$ cat src/rtl/rsd_pkg.sv
package rsd_pkg;

    localparam int unsigned ADDR_W  = 15;
    localparam int unsigned SEQ_LEN = 6;
    localparam int unsigned CNT_W   = $clog2(SEQ_LEN);

    // Key addresses, ordered as the series must arrive
    function automatic logic [ADDR_W-1:0] seq_entry(input int unsigned idx);
        logic [ADDR_W-1:0] val;
        case (idx)
            0:       val = 15'h0E38;
            1:       val = 15'h31C7;
            2:       val = 15'h03E0;
            3:       val = 15'h3C1F;
            4:       val = 15'h303F;
            5:       val = 15'h0C63;
            default: val = '0;
        endcase
        return val;
    endfunction

    typedef struct packed {
        logic [CNT_W-1:0] cnt;
        logic             pulse;
    } step_state_t;

endpackage

$ cat src/rtl/rsd_cycle_classify.sv
module rsd_cycle_classify (
    input  logic cyc_strobe,
    input  logic wr_en,
    output logic rd_evt,
    output logic wr_evt
);

    always_comb begin
        rd_evt = cyc_strobe & ~wr_en;
        wr_evt = cyc_strobe &  wr_en;
    end

endmodule

$ cat src/rtl/rsd_addr_match.sv
module rsd_addr_match
    import rsd_pkg::*;
#(
    parameter int unsigned AW  = ADDR_W,
    parameter int unsigned LEN = SEQ_LEN,
    parameter int unsigned CW  = CNT_W
) (
    input  logic [AW-1:0] addr,
    input  logic [CW-1:0] cnt,
    output logic          hit_next,
    output logic          hit_first
);

    localparam logic [CW-1:0] LAST_IDX = CW'(LEN - 1);

    logic [LEN-1:0] hit_vec;

    // One comparator per key address
    for (genvar g = 0; g < LEN; g++) begin : g_cmp
        localparam logic [AW-1:0] KEY = AW'(seq_entry(g));
        assign hit_vec[g] = (addr == KEY);
    end

    always_comb begin
        hit_first = hit_vec[0];
        hit_next  = 1'b0;
        if (cnt <= LAST_IDX) begin
            hit_next = hit_vec[cnt];
        end
    end

endmodule

$ cat src/rtl/rsd_step_ctrl.sv
module rsd_step_ctrl
    import rsd_pkg::*;
#(
    parameter int unsigned LEN = SEQ_LEN,
    parameter int unsigned CW  = CNT_W
) (
    input  logic          clk,
    input  logic          rst_n,
    input  logic          rd_evt,
    input  logic          wr_evt,
    input  logic          hit_next,
    input  logic          hit_first,
    output logic [CW-1:0] cnt,
    output logic          pulse
);

    localparam logic [CW-1:0] LAST_IDX = CW'(LEN - 1);
    localparam logic [CW-1:0] ONE      = CW'(1);

    step_state_t st_d, st_q;

    always_comb begin
        st_d       = st_q;
        st_d.pulse = 1'b0;
        if (wr_evt) begin
            st_d.cnt = '0;
        end else if (rd_evt) begin
            if (hit_next) begin
                if (st_q.cnt == LAST_IDX) begin
                    st_d.cnt   = '0;
                    st_d.pulse = 1'b1;
                end else begin
                    st_d.cnt = st_q.cnt + ONE;
                end
            end else if (hit_first) begin
                st_d.cnt = ONE;
            end else begin
                st_d.cnt = '0;
            end
        end
    end

    always_ff @(posedge clk or negedge rst_n) begin
        if (!rst_n) begin
            st_q <= '0;
        end else begin
            st_q <= st_d;
        end
    end

    assign cnt   = st_q.cnt;
    assign pulse = st_q.pulse;

    p_cnt_in_range_r2: assert property (@(posedge clk) disable iff (!rst_n)
        cnt <= LAST_IDX);

    p_single_pulse_r3: assert property (@(posedge clk) disable iff (!rst_n)
        pulse |=> !pulse);

    p_mismatch_clear_r4: assert property (@(posedge clk) disable iff (!rst_n)
        (rd_evt && !wr_evt && !hit_next && !hit_first) |=> (cnt == '0 && !pulse));

    p_restart_one_r5: assert property (@(posedge clk) disable iff (!rst_n)
        (rd_evt && !wr_evt && !hit_next && hit_first) |=> (cnt == ONE));

    p_write_abort_r6: assert property (@(posedge clk) disable iff (!rst_n)
        wr_evt |=> (cnt == '0 && !pulse));

    p_idle_hold_r7: assert property (@(posedge clk) disable iff (!rst_n)
        (!rd_evt && !wr_evt) |=> ($stable(cnt) && !pulse));

    p_done_clear_r8: assert property (@(posedge clk) disable iff (!rst_n)
        pulse |-> (cnt == '0));

endmodule

$ cat src/rtl/rcl_seq_detect.sv
module rcl_seq_detect
    import rsd_pkg::*;
#(
    parameter int unsigned AW  = ADDR_W,
    parameter int unsigned LEN = SEQ_LEN
) (
    input  logic          clk,
    input  logic          rst_n,
    input  logic [AW-1:0] addr,
    input  logic          cyc_strobe,
    input  logic          wr_en,
    output logic          recall_req
);

    localparam int unsigned CW = $clog2(LEN);
    localparam logic [AW-1:0] FINAL_KEY = AW'(seq_entry(LEN - 1));

    logic          rd_evt;
    logic          wr_evt;
    logic          hit_next;
    logic          hit_first;
    logic [CW-1:0] cnt;

    rsd_cycle_classify u_classify (
        .cyc_strobe (cyc_strobe),
        .wr_en      (wr_en),
        .rd_evt     (rd_evt),
        .wr_evt     (wr_evt)
    );

    rsd_addr_match #(
        .AW  (AW),
        .LEN (LEN),
        .CW  (CW)
    ) u_match (
        .addr      (addr),
        .cnt       (cnt),
        .hit_next  (hit_next),
        .hit_first (hit_first)
    );

    rsd_step_ctrl #(
        .LEN (LEN),
        .CW  (CW)
    ) u_ctrl (
        .clk       (clk),
        .rst_n     (rst_n),
        .rd_evt    (rd_evt),
        .wr_evt    (wr_evt),
        .hit_next  (hit_next),
        .hit_first (hit_first),
        .cnt       (cnt),
        .pulse     (recall_req)
    );

    // A request only ever follows a strobed read of the final key
    p_req_cause_r2: assert property (@(posedge clk) disable iff (!rst_n)
        recall_req |-> $past(cyc_strobe && !wr_en && addr == FINAL_KEY));

    p_no_req_after_write_r6: assert property (@(posedge clk) disable iff (!rst_n)
        (cyc_strobe && wr_en) |=> !recall_req);

endmodule

$ cat config.mk
export PLATFORM = sky130hd
export DESIGN_NAME = rcl_seq_detect
export DESIGN_NICKNAME = d
export VERILOG_FILES = /design/src/rtl/rsd_pkg.sv /design/src/rtl/rsd_cycle_classify.sv /design/src/rtl/rsd_addr_match.sv /design/src/rtl/rsd_step_ctrl.sv /design/src/rtl/rcl_seq_detect.sv
export SDC_FILE = /design/constraint.sdc
export NUM_CORES = 1
export LEC_CHECK = 0
export ABC_CLOCK_PERIOD_IN_PS = 3300
export BUFFER_PORTS_ARGS = -buffer_cell sky130_fd_sc_hd__buf_2
export CAP_MARGIN = 30
export CORE_AREA = 2 2 39 41
export CTS_BUF_LIST = sky130_fd_sc_hd__clkbuf_8
export DETAILED_ROUTE_END_ITERATION = 12
export DIE_AREA = 0 0 41 43
export GPL_TIMING_DRIVEN = 0
export PLACE_DENSITY = 0.59
export SLEW_MARGIN = 20
export SYNTH_ARGS = -nofsm -noshare
export SYNTH_HDL_FRONTEND = slang
export SYNTH_SLANG_ARGS = --single-unit
$ cat constraint.sdc
create_clock -name clk -period 3.3 [get_ports clk]
set_clock_uncertainty 0.2 [all_clocks]
set_input_delay 0.33 -clock clk [delete_from_list [all_inputs] [get_ports clk]]
set_output_delay 0.33 -clock clk [all_outputs]
set_load 0.02 [all_outputs]
==> reports/qor.log, run 1 <==
qor: outcome.outcome finished, final reports clean
qor: finish.nets_finish 90
qor: power.clock_power_share 58.4%
qor: hold_path.worstHoldPathType in2reg
qor: finish.antenna-diode-count 0
qor: detailed_routing.firstDrtPassIters 2
qor: global_routing.first_pass_grt_wire_length 1820 um
qor: power.power.switching 37.5 uW
qor: clocking.path_clk_slew 0.03 ns
qor: critical_path.crit-reg2reg-launch u_ctrl.cnt[1]$_DFFE_PN0P_
qor: finish.nFillCells 141
qor: global_routing.maximum_number_of_pins_on_one_net_before_global_route_repair 11
qor: floorplanning.dieWidth 41 um
qor: detailed_routing.postRouteWirelength 995 um
qor: placed_design.detailed_place_hpwl 821 um
qor: synthesis.synthDistinctLibCells 28
qor: clocking.tritoncts done
qor: power.power_report.internal_total 140 uW
qor: global_routing.grt_pass1_vias 480
qor: placed_design.routabilityCongestion 0.752
qor: placed_design.place_area 523 um^2
qor: critical_path.path_class reg2reg
qor: timing.timing.fmax 604 MHz
qor: power.pwr-share-seq 27.8%
qor: clocking.clock_tree.htree_level_count 1
qor: finish.multi_input_comb_area 292 um^2
qor: synthesis.synthesis.instances 46
qor: detailed_routing.drt_drc_violations_left 0
qor: synthesis.synth_nets 65
qor: floorplanning.std_cell_rows 14
qor: critical_path.crit_required 3.24 ns
qor: timing.fin_setup_tns 0 ns
qor: finish.final-seq-area 100 um^2
qor: finish.synthToLayoutAreaGrowth 40.8%
qor: floorplanning.fp.coreArea 1380 um^2
qor: floorplanning.floorplan.initialDensity 29.5%
qor: global_routing.grt_usage 14.6%
qor: synthesis.synth_warnings 0
qor: floorplanning.floorplan.die_area 1760 um^2
qor: hold_path.hold_path.startpoint addr[7]
qor: critical_path.rr_worst_depth 6
qor: critical_path.critical_path_peak_fanout 7
qor: clocking.cts_sinks 4
qor: timing.post-route-min-period 1.65 ns
qor: synthesis.synth_area_per_cell 8.87 um^2
qor: timing.finalHoldViolations 0
qor: clocking.cts_hold_repair.buffers 1
qor: global_routing.initial_antenna_violation_count 0
qor: timing.final-setup-viol-count 0
qor: synthesis.seq_area_frac_synth 24.5%
qor: power.vdd_ir_drop_max 119 uV
qor: synthesis.synth.cell_area 408 um^2
qor: clocking.clk-insertion-delay-late 0.22 ns
qor: timing.max_slew_margin 74.5%
qor: synthesis.synth_enable_flop_cells 0
qor: critical_path.cp-start-kind register
qor: critical_path.worstSetupStartpoint u_ctrl.cnt[1]$_DFFE_PN0P_
qor: power.part_of_the_power_in_combinational_logic 13.8%
qor: placed_design.number_of_i_o_port_buffers 19
qor: clocking.cts-root-buf sky130_fd_sc_hd__clkbuf_8
qor: critical_path.cp.arrival 1.60 ns
qor: global_routing.grt_overflow_total 0
qor: clocking.tritoncts.num_buffers 3
qor: finish.drive_gt1_share 44.9%
qor: synthesis.async_reset_ff_share 100%
qor: critical_path.endpoint_kind register
qor: timing.min_period_over_period 50.2%
qor: floorplanning.floorplan.io_pins 20
qor: synthesis.top_ff_cell_synth sky130_fd_sc_hd__dfrtp_1
qor: clocking.cts_max_path_buffers 2
qor: detailed_routing.vias_post_dr 453
qor: power.power_density 310 nW/um^2
qor: timing.grt_setup_unrepaired no
qor: flow_run.max_cap_violations 0
qor: finish.layout.core_utilization 41.5%
qor: synthesis.postSynthRegisterBits 4
qor: power.power_leakage 0.250 nW
qor: power.swShare 21.1%
qor: detailed_routing.final_antenna_net_count 0
qor: detailed_routing.drt-initial-drc-count 7
qor: clocking.ctsResizeCount 0
qor: detailed_routing.post_drt_via_cell_ratio 5.33
qor: clocking.cts_setup_buffers 0
qor: detailed_routing.routed_wire_length_per_instance 11.7 um
qor: floorplanning.floorplan.die.height 43 um
qor: timing.worst_pin_slew 0.382 ns
qor: finish.post-route-cell-area 574 um^2
qor: hold_path.holdPathStages 2
qor: critical_path.reg2reg_setup_slack 1.65 ns
qor: timing.slew_violations 0
## path summary, 6_finish.rpt
path | endpoint
min | u_ctrl.pulse$_DFF_PN0_
max in group asynchronous | u_ctrl.pulse$_DFF_PN0_
max reg2reg | u_ctrl.cnt[0]$_DFFE_PN0P_
min reg2reg | u_ctrl.cnt[2]$_DFFE_PN0P_
max | u_ctrl.cnt[0]$_DFFE_PN0P_
min in group asynchronous | u_ctrl.cnt[2]$_DFFE_PN0P_
## through the flow
stage / power [mW] / setup WS [ns] / cells / hold slack, ns
2_1_floorplan: 0.0571 / 1.79 / 46 / -0.166
3_3_place_gp: 0.0731 / 1.54 / 81 / -0.0647
3_5_place_dp: 0.0736 / 1.49 / 81 / -0.0619
4_1_cts: 0.181 / 1.63 / 85 / 0.101
5_1_grt: 0.189 / 1.50 / 85 / 0.118
6_report: 0.178 / 1.65 / 85 / 0.101
## kinds of logic after synthesis
| kind of cell | Yosys count | share of synthesized area (%) |
|---|---|---|
| compound gates | 13 | 22.4 |
| xor+xnor | 1 | 2.15 |
| buf+inv | 4 | 3.99 |
| flops | 4 | 24.5 |
| simple gates | 24 | 46.9 |
## routing by layer
metal	vias up	share of wire (%)	global-route usage [%]
li1	233	-	-
met3	0	7.0	4.19
met2	17	49	22.8
met4	0	0	6.67
met1	203	44	17.5
met5	-	0	0
## state kept, by name (all words and copies together), names as in the netlist
name,cells
u_ctrl.cnt,3
u_ctrl.pulse,1
## power groups by stage
stage	registers, mW	clock network [mW]	logic (mW)
4_1_cts	0.0494	0.107	0.0246
3_3_place_gp	0.0500	0	0.0232
2_1_floorplan	0.0500	0	0.00711
5_1_grt	0.0494	0.112	0.0270
6_report	0.0494	0.104	0.0245
3_5_place_dp	0.0500	0	0.0236
## worst max-delay path, cell delays in order (launching register included)
cell                       delay [ns]
sky130_fd_sc_hd__dfrtp_1         0.35
sky130_fd_sc_hd__clkbuf_1        0.20
sky130_fd_sc_hd__nor4_1          0.23
sky130_fd_sc_hd__nand4_1         0.19
sky130_fd_sc_hd__o21ai_0         0.19
sky130_fd_sc_hd__a21oi_1         0.09
sky130_fd_sc_hd__a21oi_1         0.13
## cells in the final DEF (no fill, tap or decap), types with 2 or more instances in the layout
master and count:
sky130_fd_sc_hd__a21oi_1 5, sky130_fd_sc_hd__and4bb_2 2, sky130_fd_sc_hd__buf_2 20, sky130_fd_sc_hd__clkbuf_8 3
sky130_fd_sc_hd__dfrtp_1 4, sky130_fd_sc_hd__inv_1 2, sky130_fd_sc_hd__nand2_1 4, sky130_fd_sc_hd__nand4_1 5
sky130_fd_sc_hd__nor4_1 2, sky130_fd_sc_hd__o211ai_1 2
## synth_stat cells, types with 2 or more instances
cell type,n,area (um^2)
sky130_fd_sc_hd__nand4_1,5,31.3
sky130_fd_sc_hd__a21oi_1,5,25.0
sky130_fd_sc_hd__o211ai_1,2,15.0
sky130_fd_sc_hd__dfrtp_1,4,100
sky130_fd_sc_hd__nor4_1,2,12.5
sky130_fd_sc_hd__and4bb_2,2,25.0
sky130_fd_sc_hd__inv_1,2,7.51
sky130_fd_sc_hd__nand2_1,4,15.0
## area by class of cell
cell class | count | area share, %
plain buffers | 2 | 1.53
clock buffers | 3 | 7.19
inverters | 2 | 1.31
multi-input cells | 38 | 50.8
flip-flops and latches | 4 | 17.4
well taps | 16 | 3.49
repair buffers | 20 | 18.3
Power figures use the tool's default switching activity.
==> run 2: changes to the inputs <==
Settings changed: ABC_CLOCK_PERIOD_IN_PS 3300 to 1300, PLACE_DENSITY 0.59 to 0.61.
Clock period 3.3 ns to 1.3 ns, I/O delays scaled along.
==> run 2 against run 1 <==
Effect of this change: the run now ends with setup timing left; critical path depth unchanged; global-route usage is 0.92 points higher; clock-buffer cell count unchanged; hold slack lost 0.083 ns; non-clock buffer count increased by 4; register-to-register slack got worse by 1.9 ns; die area unchanged; wire length rose by 17%; combinational power grew to 3.0 times the previous value; design area rose by 16%; power rose to 2.6 times the previous value; final cell count increased by 4.7%; critical path type unchanged; largest power group unchanged; highest routed layer is now met4.
==> reports/qor.log, run 2 (synthesis results as in run 1) <==
qor: power.power_report.internal_total 362 uW [+160%]
qor: critical_path.cpMaxStageDelayCell sky130_fd_sc_hd__dfrtp_1
qor: detailed_routing.vias_post_dr 484 [+6.8%]
qor: critical_path.critical_path_peak_fanout 5 [-2]
qor: floorplanning.floorplan.die.height 43 um [unchanged]
qor: floorplanning.std_cell_rows 14 [unchanged]
qor: floorplanning.fp.coreArea 1380 um^2 [unchanged]
qor: global_routing.global_route.peak_usage_layer met2
qor: clocking.tritoncts.num_buffers 3 [unchanged]
qor: placed_design.routabilityCongestion 0.761 [+1.2%]
qor: timing.post-route-min-period 1.51 ns [-0.142 ns]
qor: placed_design.detailed_place_hpwl 862 um [+5.0%]
qor: clocking.cts-root-buf sky130_fd_sc_hd__clkbuf_8
qor: critical_path.crit_required 1.18 ns [-2.06 ns]
qor: power.power.switching 100 uW [+170%]
qor: global_routing.maximum_number_of_pins_on_one_net_before_global_route_repair 11 [unchanged]
qor: power.clock_power_share 57.1% [-1.3 points]
qor: global_routing.grt.met3_usage 1.57% [-2.6 points]
qor: clocking.tritoncts done
qor: global_routing.grt.met1_usage 19.4% [+2.0 points]
qor: clocking.cts_max_path_buffers 2 [unchanged]
qor: critical_path.worst_path_largest_cell_delay 0.38 ns [+0.03 ns]
qor: timing.setup_ws -0.213 ns [-1.86 ns]
qor: hold_path.worstHoldPathType in2reg
qor: global_routing.groute.layer.met2.usage 23.8% [+0.94 points]
qor: finish.commonest_non_fill_non_tap_cell_in_the_layout sky130_fd_sc_hd__buf_2
qor: finish.flip_flop_count_of_the_largest_register_all_copies_and_words_added 3 [unchanged]
qor: finish.nets_finish 94 [+4.4%]
qor: global_routing.initial_antenna_violation_count 0 [unchanged]
qor: detailed_routing.final_antenna_net_count 0 [unchanged]
qor: floorplanning.dieWidth 41 um [unchanged]
qor: finish.antenna-diode-count 0 [unchanged]
qor: global_routing.first_pass_grt_wire_length 1870 um [+2.6%]
qor: finish.mostFrequentLayoutCells sky130_fd_sc_hd__buf_2, sky130_fd_sc_hd__nand4_1, sky130_fd_sc_hd__nand2_1, sky130_fd_sc_hd__a21oi_1, sky130_fd_sc_hd__dfrtp_1
qor: power.vdd_ir_drop_max 217 uV [+82%]
qor: critical_path.cp.arrival 1.40 ns [-0.20 ns]
qor: critical_path.cp-start-kind register
qor: detailed_routing.firstDrtPassIters 1 [-1]
qor: timing.finalHoldViolations 0 [unchanged]
qor: detailed_routing.drt_drc_violations_left 0 [unchanged]
qor: power.power_leakage 0.278 nW [+11%]
qor: global_routing.grt_pass1_vias 472 [-1.7%]
qor: power.pwr-share-seq 27.1% [-0.7 points]
qor: detailed_routing.post_drt_via_cell_ratio 5.44 [+2.0%]
qor: finish.drive_gt1_share 52.1% [+7.1 points]
qor: floorplanning.floorplan.die_area 1760 um^2 [unchanged]
qor: global_routing.grt_usage 15.5% [+0.92 points]
qor: clocking.cts_sinks 4 [unchanged]
qor: timing.max_slew_margin 73.5% [-1.0 points]
qor: placed_design.number_of_i_o_port_buffers 19 [unchanged]
qor: clocking.clk-insertion-delay-late 0.22 ns [about the same]
qor: clocking.clock_tree.htree_level_count 1 [unchanged]
qor: floorplanning.floorplan.io_pins 20 [unchanged]
qor: floorplanning.floorplan.initialDensity 29.5% [unchanged]
qor: finish.synthToLayoutAreaGrowth 63.5%
qor: timing.fin_hold_ws 0.0183 ns [-0.0830 ns]
qor: finish.nFillCells 141 [unchanged]
qor: global_routing.grt_overflow_total 0 [unchanged]
qor: timing.min_period_over_period 116% [+66 points]
qor: power.power_density 693 nW/um^2 [+120%]
qor: flow_run.max_cap_violations 0 [unchanged]
qor: critical_path.path_class reg2reg
qor: outcome.outcome finished, violations left
qor: critical_path.endpoint_kind register
qor: timing.timing.fmax 661 MHz [+9.4%]
qor: timing.final-setup-viol-count 3 [+3]
qor: clocking.path_clk_slew 0.03 ns [about the same]
qor: detailed_routing.routed_wire_length_per_instance 13.1 um [+12%]
qor: power.part_of_the_power_in_combinational_logic 15.8% [+2.0 points]
qor: outcome.violations setup timing
qor: critical_path.worstPathCellList buf_8 > buf_4 > nand4_1 > o32ai_4 > o21ai_2 > o22ai_1
qor: detailed_routing.drt-initial-drc-count 0 [-7]
qor: power.swShare 21.7% [+0.61 points]
qor: timing.worst_pin_slew 0.392 ns [+0.0103 ns]
qor: timing.grt_setup_unrepaired yes
qor: finish.top_register u_ctrl.cnt
qor: detailed_routing.postRouteWirelength 1170 um [+17%]
qor: finish.layout.core_utilization 48.2% [+6.7 points]
qor: timing.slew_violations 0 [unchanged]
-- run 2: what timing repair did --
action | in CTS | in global routing
setup endpoints to repair | 3 | 4
endpoints found under the hold margin | 6 | 0
hold buffers | 3 | 0
resized for setup | 1 | 8
setup buffers | 1 | 1
pin swaps | 3 | 7
-- run 2: layout make-up --
cell class / instances / area [um^2] / area share [%]
Multi-Input combinational cell: 38 / 332 / 49.7
Timing Repair Buffer: 24 / 140 / 21.0
Sequential cell: 4 / 100 / 15.0
Clock buffer: 3 / 41.3 / 6.19
Buffer: 2 / 26.3 / 3.94
Tap cell: 16 / 20.0 / 3.00
Inverter: 2 / 7.51 / 1.13
-- run 2: path summary, 6_finish.rpt --
path                                           startpoint                   endpoint  slack [ns]  depth (start not counted)
worst min-delay path                                wr_en  u_ctrl.cnt[2]$_DFFE_PN0P_        0.02                          4
worst max register to register  u_ctrl.cnt[1]$_DFFE_PN0P_  u_ctrl.cnt[1]$_DFFE_PN0P_       -0.21                          6
min in group asynchronous                           rst_n     u_ctrl.pulse$_DFF_PN0_        0.05                          2
worst max-delay path            u_ctrl.cnt[1]$_DFFE_PN0P_  u_ctrl.cnt[1]$_DFFE_PN0P_       -0.21                          6
max in group asynchronous                           rst_n  u_ctrl.cnt[1]$_DFFE_PN0P_        0.73                          2
worst min register to register  u_ctrl.cnt[2]$_DFFE_PN0P_  u_ctrl.cnt[2]$_DFFE_PN0P_        0.44                          3
-- run 2: routing by layer --
metal,wire length (um),up-vias
met1,488,223
met3,52,2
met4,10,0
met2,616,15
li1,-,244
met5,0,-
-- run 2: power by group through the flow --
stage	Clock (mW)	Sequential, mW	Combinational (mW)
final	0.264	0.125	0.0730
after global routing	0.280	0.125	0.0811
after CTS	0.270	0.125	0.0720
after detailed placement	0	0.127	0.0621
after global placement	0	0.127	0.0604
after floorplan	0	0.127	0.0187
-- run 2: worst max-delay path, delay by kind of cell, from the launching register on --
| family | cells | cell delay (ns) |
|---|---|---|
| buf+inv | 2 | 0.27 |
| compound gates | 3 | 0.41 |
| flops | 1 | 0.38 |
| simple gates | 1 | 0.12 |
-- run 2: per-stage QoR --
stage	setup slack [ns]	total power, mW	setup TNS, ns	area (um^2)	instances
finish	-0.213	0.462	-0.563	667	89
global route	-0.265	0.486	-0.777	667	89
CTS	-0.219	0.468	-0.594	627	88
detailed placement	-0.301	0.189	-0.861	539	81
global placement	-0.259	0.187	-0.765	539	81
floorplan	-0.0550	0.146	-0.0982	424	46
